### src/rtl/fpstat_pkg.sv
package fpstat_pkg;
  localparam int FLAG_W = 5;
  localparam int RM_W   = 3;
  localparam int CTRL_W = FLAG_W + RM_W;
  localparam int CLS_W  = 4;
  localparam int WORD_W = 32;

  typedef enum logic [CLS_W-1:0] {
    CLS_FMA   = 4'd0,
    CLS_ADD   = 4'd1,
    CLS_MUL   = 4'd2,
    CLS_DIV   = 4'd3,
    CLS_SQRT  = 4'd4,
    CLS_MNMX  = 4'd5,
    CLS_F2I   = 4'd6,
    CLS_CMP   = 4'd7,
    CLS_SGN   = 4'd8,
    CLS_CLASS = 4'd9,
    CLS_MOVE  = 4'd10,
    CLS_LOAD  = 4'd11,
    CLS_STORE = 4'd12,
    CLS_I2F   = 4'd13,
    CLS_RSV0  = 4'd14,
    CLS_RSV1  = 4'd15
  } op_cls_e;

  function automatic logic cls_sets_flags(op_cls_e c);
    case (c)
      CLS_FMA, CLS_ADD, CLS_MUL, CLS_DIV,
      CLS_SQRT, CLS_MNMX, CLS_F2I, CLS_CMP: return 1'b1;
      default:                              return 1'b0;
    endcase
  endfunction
endpackage

### src/rtl/fpstat_flagsel.sv
module fpstat_flagsel #(
  parameter int CLS_W = fpstat_pkg::CLS_W
) (
  input  logic             valid,
  input  logic             flag_en,
  input  logic [CLS_W-1:0] cls,
  output logic             upd
);
  import fpstat_pkg::*;
  op_cls_e cls_e;
  always_comb begin
    cls_e = op_cls_e'(cls);
    upd   = valid && flag_en && cls_sets_flags(cls_e);
  end
endmodule

### src/rtl/fpstat_store.sv
module fpstat_store #(
  parameter int WORD_W = fpstat_pkg::WORD_W,
  parameter int FLAG_W = fpstat_pkg::FLAG_W,
  parameter int RM_W   = fpstat_pkg::RM_W
) (
  input  logic              clk,
  input  logic              rst,
  input  logic              wr_en,
  input  logic [WORD_W-1:0] wr_data,
  input  logic              upd,
  input  logic [FLAG_W-1:0] flags,
  output logic [WORD_W-1:0] word,
  output logic [RM_W-1:0]   dyn_rm
);
  localparam int CTRL_W = FLAG_W + RM_W;
  localparam int PAD_W  = WORD_W - CTRL_W;

  logic [CTRL_W-1:0] ctrl_q;
  logic              unused_hi;

  assign unused_hi = ^wr_data[WORD_W-1:CTRL_W];

  // software write wins; a coincident flag update is dropped
  always_ff @(posedge clk) begin
    if (rst) begin
      ctrl_q <= '0;
    end else if (wr_en) begin
      ctrl_q <= wr_data[CTRL_W-1:0];
    end else if (upd) begin
      ctrl_q[FLAG_W-1:0] <= flags;
    end
  end

  assign word   = {{PAD_W{1'b0}}, ctrl_q};
  assign dyn_rm = ctrl_q[CTRL_W-1:FLAG_W];
endmodule

### src/rtl/fpstat_rmres.sv
module fpstat_rmres #(
  parameter int RM_W   = fpstat_pkg::RM_W,
  parameter int RSV_LO = 5,
  parameter int RSV_HI = 6
) (
  input  logic            clk,
  input  logic            rst,
  input  logic [RM_W-1:0] rm_in,
  input  logic [RM_W-1:0] dyn_rm,
  output logic [RM_W-1:0] rm_eff,
  output logic            rm_ill
);
  localparam logic [RM_W-1:0] DYN_CODE = {RM_W{1'b1}};
  localparam logic [RM_W-1:0] LO = RSV_LO[RM_W-1:0];
  localparam logic [RM_W-1:0] HI = RSV_HI[RM_W-1:0];

  logic [RM_W-1:0] sel;
  logic            ill;

  always_comb begin
    sel = (rm_in == DYN_CODE) ? dyn_rm : rm_in;
    ill = (sel >= LO) && (sel <= HI);
  end

  always_ff @(posedge clk) begin
    if (rst) begin
      rm_eff <= '0;
      rm_ill <= 1'b0;
    end else begin
      rm_eff <= sel;
      rm_ill <= ill;
    end
  end
endmodule

### src/rtl/fpstat_unit.sv
module fpstat_unit #(
  parameter int WORD_W = fpstat_pkg::WORD_W,
  parameter int FLAG_W = fpstat_pkg::FLAG_W,
  parameter int RM_W   = fpstat_pkg::RM_W,
  parameter int CLS_W  = fpstat_pkg::CLS_W
) (
  input  logic              clk,
  input  logic              rst,
  input  logic              csr_we,
  input  logic [WORD_W-1:0] csr_wdata,
  output logic [WORD_W-1:0] csr_rdata,
  input  logic              ret_valid,
  input  logic              ret_flag_en,
  input  logic [CLS_W-1:0]  ret_cls,
  input  logic [FLAG_W-1:0] ret_flags,
  input  logic [RM_W-1:0]   rm_in,
  output logic [RM_W-1:0]   rm_eff,
  output logic              rm_illegal
);
  logic            upd;
  logic [RM_W-1:0] dyn_rm;

  fpstat_flagsel #(.CLS_W(CLS_W)) u_sel (
    .valid   (ret_valid),
    .flag_en (ret_flag_en),
    .cls     (ret_cls),
    .upd     (upd)
  );

  fpstat_store #(.WORD_W(WORD_W), .FLAG_W(FLAG_W), .RM_W(RM_W)) u_store (
    .clk     (clk),
    .rst     (rst),
    .wr_en   (csr_we),
    .wr_data (csr_wdata),
    .upd     (upd),
    .flags   (ret_flags),
    .word    (csr_rdata),
    .dyn_rm  (dyn_rm)
  );

  fpstat_rmres #(.RM_W(RM_W)) u_rm (
    .clk    (clk),
    .rst    (rst),
    .rm_in  (rm_in),
    .dyn_rm (dyn_rm),
    .rm_eff (rm_eff),
    .rm_ill (rm_illegal)
  );
endmodule

### config.mk
export PLATFORM = sky130hd
export DESIGN_NAME = fpstat_unit
export DESIGN_NICKNAME = d
export VERILOG_FILES = /design/src/rtl/fpstat_pkg.sv /design/src/rtl/fpstat_flagsel.sv /design/src/rtl/fpstat_store.sv /design/src/rtl/fpstat_rmres.sv /design/src/rtl/fpstat_unit.sv
export SDC_FILE = /design/constraint.sdc
export NUM_CORES = 1
export LEC_CHECK = 0
export BUFFER_PORTS_ARGS = -buffer_cell sky130_fd_sc_hd__buf_2
export CORE_MARGIN = 5
export CORE_UTILIZATION = 32
export CTS_CLUSTER_DIAMETER = 80
export DETAILED_ROUTE_END_ITERATION = 16
export GPL_ROUTABILITY_DRIVEN = 0
export PLACE_DENSITY_LB_ADDON = 0.05
export SYNTH_ARGS = -nofsm -noshare
export SYNTH_HDL_FRONTEND = slang
export SYNTH_HIERARCHICAL = 1
export SYNTH_SLANG_ARGS = --single-unit
export TNS_END_PERCENT = 20
### constraint.sdc
create_clock -name clk -period 0.9 [get_ports clk]
set_input_delay 0 -clock clk [delete_from_list [all_inputs] [get_ports clk]]
set_output_delay 0 -clock clk [all_outputs]
set_load 0.005 [all_outputs]
==> results of run 1 <==
-- layout make-up --
class	count	area, um^2	share of cell area [%]
repair buffers	39	225	25.8
flip-flops and latches	12	241	27.7
well taps	28	35.0	4.02
clock buffers	3	22.5	2.58
inverters	5	18.8	2.15
multi-input cells	56	329	37.7
-- layer usage --
layer / GRT usage [%] / routed length, um / up-vias
li1: - / - / 279
met1: 10.9 / 606 / 242
met2: 14.5 / 738 / 31
met3: 2.49 / 195 / 2
met4: 6.95 / 15 / 0
met5: 0 / 0 / -
-- layout by cell type (no fill, tap or decap) --
cell type,synthesis,routed
buf_2,1,33
conb_1,1,24
dfxtp_1,12,11
mux2i_1,8,8
nor2b_1,7,7
dlygate4sd3_1,0,6
inv_1,5,5
nor2_1,5,5
a211oi_1,4,4
clkbuf_4,0,3
a311oi_1,2,2
nand2_1,1,1
xor2_1,1,1
o21ai_1,0,1
nor3_2,1,1
and3b_1,1,1
a211oi_2,1,1
dfxtp_2,0,1
-- cell families after synthesis --
logic type / after synthesis / synth area share, %
AOI/OAI and AO/OA: 8 / 8.98
xor gates and xnor gates: 1 / 1.21
buffers and inverters: 35 / 33.3
DFF: 12 / 33.2
muxes: 8 / 11.1
other: 1 / 0.518
and+or+nand+nor: 15 / 11.7
-- power groups by stage --
| stage | combinational [mW] | clock [mW] | sequential (mW) |
|---|---|---|---|
| 3_5_place_dp | 0.204 | 0 | 0.596 |
| 3_3_place_gp | 0.204 | 0 | 0.595 |
| 2_1_floorplan | 0.195 | 0 | 0.597 |
| 4_1_cts | 0.225 | 0.336 | 0.584 |
| 5_1_grt | 0.257 | 0.361 | 0.588 |
| 6_report | 0.225 | 0.317 | 0.583 |
-- synth_stat cells --
library cell,n,area [um^2]
a211oi_1,4,30.0
a211oi_2,1,12.5
a311oi_1,2,17.5
and3b_1,1,8.76
buf_1,1,3.75
buf_2,1,5.00
buf_4,27,203
buf_6,1,11.3
conb_1,1,3.75
dfxtp_1,12,240
inv_1,5,18.8
mux2i_1,8,80.1
nand2_1,1,3.75
nor2_1,5,18.8
nor2b_1,7,43.8
nor3_2,1,10.0
o21ai_0,1,5.00
xor2_1,1,8.76
-- registers in the layout, indices dropped and copies added (netlist names) --
name	count
u_store/ctrl_q	8
u_rm/rm_eff	3
u_rm/rm_ill	1
-- worst reg2reg max path: stages, from the launching register on --
cell and delay [ns]:
dfxtp_1 0.38, xor2_1 0.15, nor2_1 0.06, nor3_2 0.14
-- worst min-delay path by stage --
stage	slack (ns)	cells after the start	end	startpoint
floorplan	0.08	1	u_rm/rm_eff[0]	rst
global placement	0.24	2	u_rm/rm_eff[0]	rm_in[2]
detailed placement	0.23	2	u_rm/rm_eff[1]	rm_in[2]
CTS	0.02	3	u_store/ctrl_q[0]	csr_wdata[0]
global route	0.02	3	u_store/ctrl_q[1]	csr_wdata[1]
finish	0.03	3	u_store/ctrl_q[1]	csr_wdata[1]
-- repair_timing --
item / in CTS / in global routing
hold endpoints to repair: 5 / 0
gates resized for setup: 0 / 2
setup endpoints to repair: 0 / 2
hold buffers: 6 / 0
-- through the flow --
| step | utilization, % | hold slack (ns) | instance area (um^2) |
|---|---|---|---|
| 2_1_floorplan | - | 0.0766 | 811 |
| 3_3_place_gp | 36.0 | 0.236 | 788 |
| 3_5_place_dp | 36.0 | 0.234 | 788 |
| 4_1_cts | 39.7 | 0.0233 | 871 |
| 5_1_grt | 39.8 | 0.0231 | 872 |
| 6_report | 39.8 | 0.0303 | 872 |
==> reports/qor.yml, run 1 <==
r2r_end: "u_rm/rm_ill"
drt_pass1_iterations: 2
die_y_um: 57.6
synthCells: 80
fin_crit_ns: 0.810
slowest_stage: "dfxtp_1"
fin_crit_sh_pct: 90.1
drc: 0
ys_ff_latch: 12
crit_family: "flip-flops"
cp_num_cells: 3
fmax_ghz: 1.23
required_ns: 1.09
drt_wl_total_um: 1560
syn_area_um2: 724
core_um2: 2190
dp_hpwl_um: 1240
setup_tns_ns: 0
hold_path.class: "input pin to register"
stdcell_count: 143
clk_latency_ns: 0.27
dp.cells: 134
slew_viol_final: 0
cts_setup_buffers: 0
path_max_fanout: 4
viasPerCell: 3.87
crit_chain: "xor2_1 -> nor2_1 -> nor3_2"
yosysUniqueCellTypes: 18
cts_max_path_buffers: 2
drive_gt1_share_pct: 33.9
portBuffers: 33
fin_nets: 166
setup_ws_ns: 0.0895
cts_tree: "yes"
clk_pin_slew_ns: 0.07
fp.dieW_um: 57.6
antenna_found_initial: 0
critical_path_buf_inv_count: 0
n_antenna_cell: 0
cts_root_buffer: "clkbuf_4"
cp.arrival_ns: 1.00
finalSetupViolCount: 0
area_growth_pct: 20.4
grt_max_degree: 12
numCtsBuffers: 3
htreeDepth: 1
skew_ns: 0.00648
p_total_mw: 1.12
powerDensity_nw_per_um2: 1290
p_int_mw: 0.834
drtIter0Drc: 3
rr_worst_depth: 3
outcome: "finished, final reports clean"
nFillCells: 248
num_vias: 554
overflow: 0
cpPeakStageDelay_ns: 0.38
rows: 17
r2r_start: "u_store/ctrl_q[5]"
grt_pass1_wl_um: 2360
syn_avg_cell_area_um2: 9.06
p_switching_mw: 0.291
p_leak_nw: 0.464
start_util_pct: 33.1
finalHoldViolCount: 0
seq_area_frac_synth_pct: 33.2
rsz0062_at_grt: "false"
dp_worst_setup_slack_ns: -0.0580
cts_sinks: 12
crit_start: "u_store/ctrl_q[5]"
ios: 85
switching_share_pct: 25.9
ys_warn_count: 6
clock_power_share_pct: 28.2
vdd_ir_drop_max_mv: 0.679
combinationalPowerShare_pct: 20.0
wl_per_cell_um: 10.9
grt_usage_pct: 9.37
cap_violations: 0
ant_nets: 0
worst_setup_path_start_kind: "register"
timing_worst_setup_path_type: "register to register"
critPathCaptureType: "register"
seq_power_share_pct: 51.8
first_global_vias: 555
crit_end: "u_rm/rm_ill"
r2r_setup_slack_ns: 0.09
die-area_um2: 3320
Power figures use the tool's default switching activity.
==> inputs of run 2 (changes only) <==
==> constraint.sdc (replaced) <==
create_clock -name clk -period 0.9 [get_ports clk]
set_input_delay 0.135 -clock clk [delete_from_list [all_inputs] [get_ports clk]]
set_output_delay 0.135 -clock clk [all_outputs]
set_load 0.005 [all_outputs]
==> run 2 against run 1 <==
  * Die area is the same
  * Clock skew shrank 0.0063 ns
  * Flip-flop and latch count is the same
  * Non-clock buffer count shrank 4
  * Critical path type is now register to output port
  * Critical endpoint is now csr_rdata[5]
==> reports/qor.yml, run 2 (same netlist as run 1, synthesis figures left out) <==
outcome: "finished, final reports clean"
p_total_mw: 1.21  # +7.7%
fin_crit_ns: 0.877  # +0.0661 ns
powerDensity_nw_per_um2: 1420  # +10%
drtIter0Drc: 2  # -1
die_y_um: 57.6  # unchanged
seq_area_um2: 246  # +2.1%
worst_setup_path_start_kind: "register"
slew_viol_final: 0  # unchanged
core_um2: 2190  # unchanged
clk_latency_ns: 0.26  # about the same
numCtsBuffers: 3  # unchanged
wl_per_cell_um: 10.3  # -5.4%
fp.dieW_um: 57.6  # unchanged
r2r_setup_slack_ns: 0.11  # +0.02 ns
stdcell_count: 140  # -2.1%
ant_nets: 0  # unchanged
final_common_cell: "buf_2"
nFillCells: 230  # -7.3%
multiInputGateArea_um2: 329  # unchanged
drc: 0  # unchanged
clk_pin_slew_ns: 0.07  # about the same
overflow: 0  # unchanged
ios: 85  # unchanged
cp.arrival_ns: 0.74  # -0.26 ns
drt_pass1_iterations: 4  # +2
cap_violations: 0  # unchanged
drt_wl_total_um: 1440  # -7.4%
hold_path.class: "input pin to register"
dp_hpwl_um: 1220  # -1.1%
path_max_fanout: 4  # unchanged
num_vias: 540  # -2.5%
hp-start: "rm_in[2]"
start_util_pct: 33.1  # unchanged
top_regs: "u_store/ctrl_q x8, u_rm/rm_eff x3, u_rm/rm_ill x1"
portBuffers: 33  # unchanged
grt_max_degree: 10  # -2
cts_tree: "yes"
fin_crit_sh_pct: 97.4  # +7.3 points
first_global_vias: 502  # -9.5%
finalHoldViolCount: 0  # unchanged
grt_usage_pct: 8.82  # -0.55 points
timing_worst_setup_path_type: "register to output port"
crit_family: "flip-flops"
top_register: "u_store/ctrl_q"
htreeDepth: 1  # unchanged
critical_path_buf_inv_count: 1  # +1
area_growth_pct: 17.6
skew_ns: 0.000224  # -0.00626 ns
finalSetupViolCount: 0  # unchanged
antenna_found_initial: 0  # unchanged
critPathCaptureType: "output port"
slowest_stage: "dfxtp_2"
dp.cells: 136  # +1.5%
viasPerCell: 3.86  # -0.44%
crit_chain: "buf_2"
drive_gt1_share_pct: 39.3  # +5.4 points
crit_start: "u_store/ctrl_q[5]"
fmax_ghz: 1.14  # -7.5%
rows: 17  # unchanged
die-area_um2: 3320  # unchanged
grt_pass1_wl_um: 2200  # -6.7%
r2r_start: "u_store/ctrl_q[6]"
required_ns: 0.76  # -0.33 ns
rsz0062_at_grt: "true"
cts_max_path_buffers: 2  # unchanged
p_leak_nw: 0.459  # -1.2%
vdd_ir_drop_max_mv: 0.714  # +5.3%
n_antenna_cell: 0  # unchanged
cts_root_buffer: "clkbuf_4"
cts_sinks: 12  # unchanged
cpPeakStageDelay_ns: 0.36  # -0.02 ns
final_cell_mix: "buf_2 (32), conb_1 (24), dfxtp_1 (9)"
fin_nets: 162  # -2.4%
largest_reg_flops: 8  # unchanged
==> run 2: path summary, 6_finish.rpt <==
kind / to / cells after the start
setup reg to reg: u_rm/rm_ill / 3
hold reg to reg: u_rm/rm_eff[0] / 2
setup / recovery: csr_rdata[5] / 1
hold / removal: u_rm/rm_eff[1] / 2
==> run 2: layout make-up <==
class                   instances  area share [%]
repair buffers                 35            21.9
inverters                       5            2.20
flip-flops and latches         12            28.9
clock buffers                   4            4.26
well taps                      28            4.11
multi-input cells              56            38.6
==> run 2: timing repair <==
action                     4_1_cts  5_1_grt
hold buffers                     0        0
resized for setup                3        2
setup endpoints to repair        3        2
setup buffers                    0        0
==> run 2: power breakdown <==
part	switching, mW	internal [mW]
logic	0.108	0.104
clock network	0.172	0.245
registers	0.0167	0.565
total	0.297	0.915
==> run 2: metrics by stage <==
stage                     worst slack (ns)  hold slack, ns   TNS, ns  area (um^2)  util [%]
final                               0.0234          0.0831         0          852      38.9
after global routing               -0.0166          0.0831   -0.0266          852      38.9
after CTS                         -0.00199          0.0685  -0.00199          843      38.5
after detailed placement            -0.106           0.361    -0.430          803      36.7
after global placement              -0.108           0.365    -0.437          803      36.7
after floorplan                     0.0386           0.212         0          811         -
==> run 2: routing by layer <==
layer / global-route usage [%] / share of wire, % / up-vias
met3: 4.30 / 14 / 2
met5: 0 / 0 / -
li1: - / - / 273
met2: 12.9 / 46 / 31
met1: 10.0 / 39 / 234
met4: 5.96 / 0.83 / 0
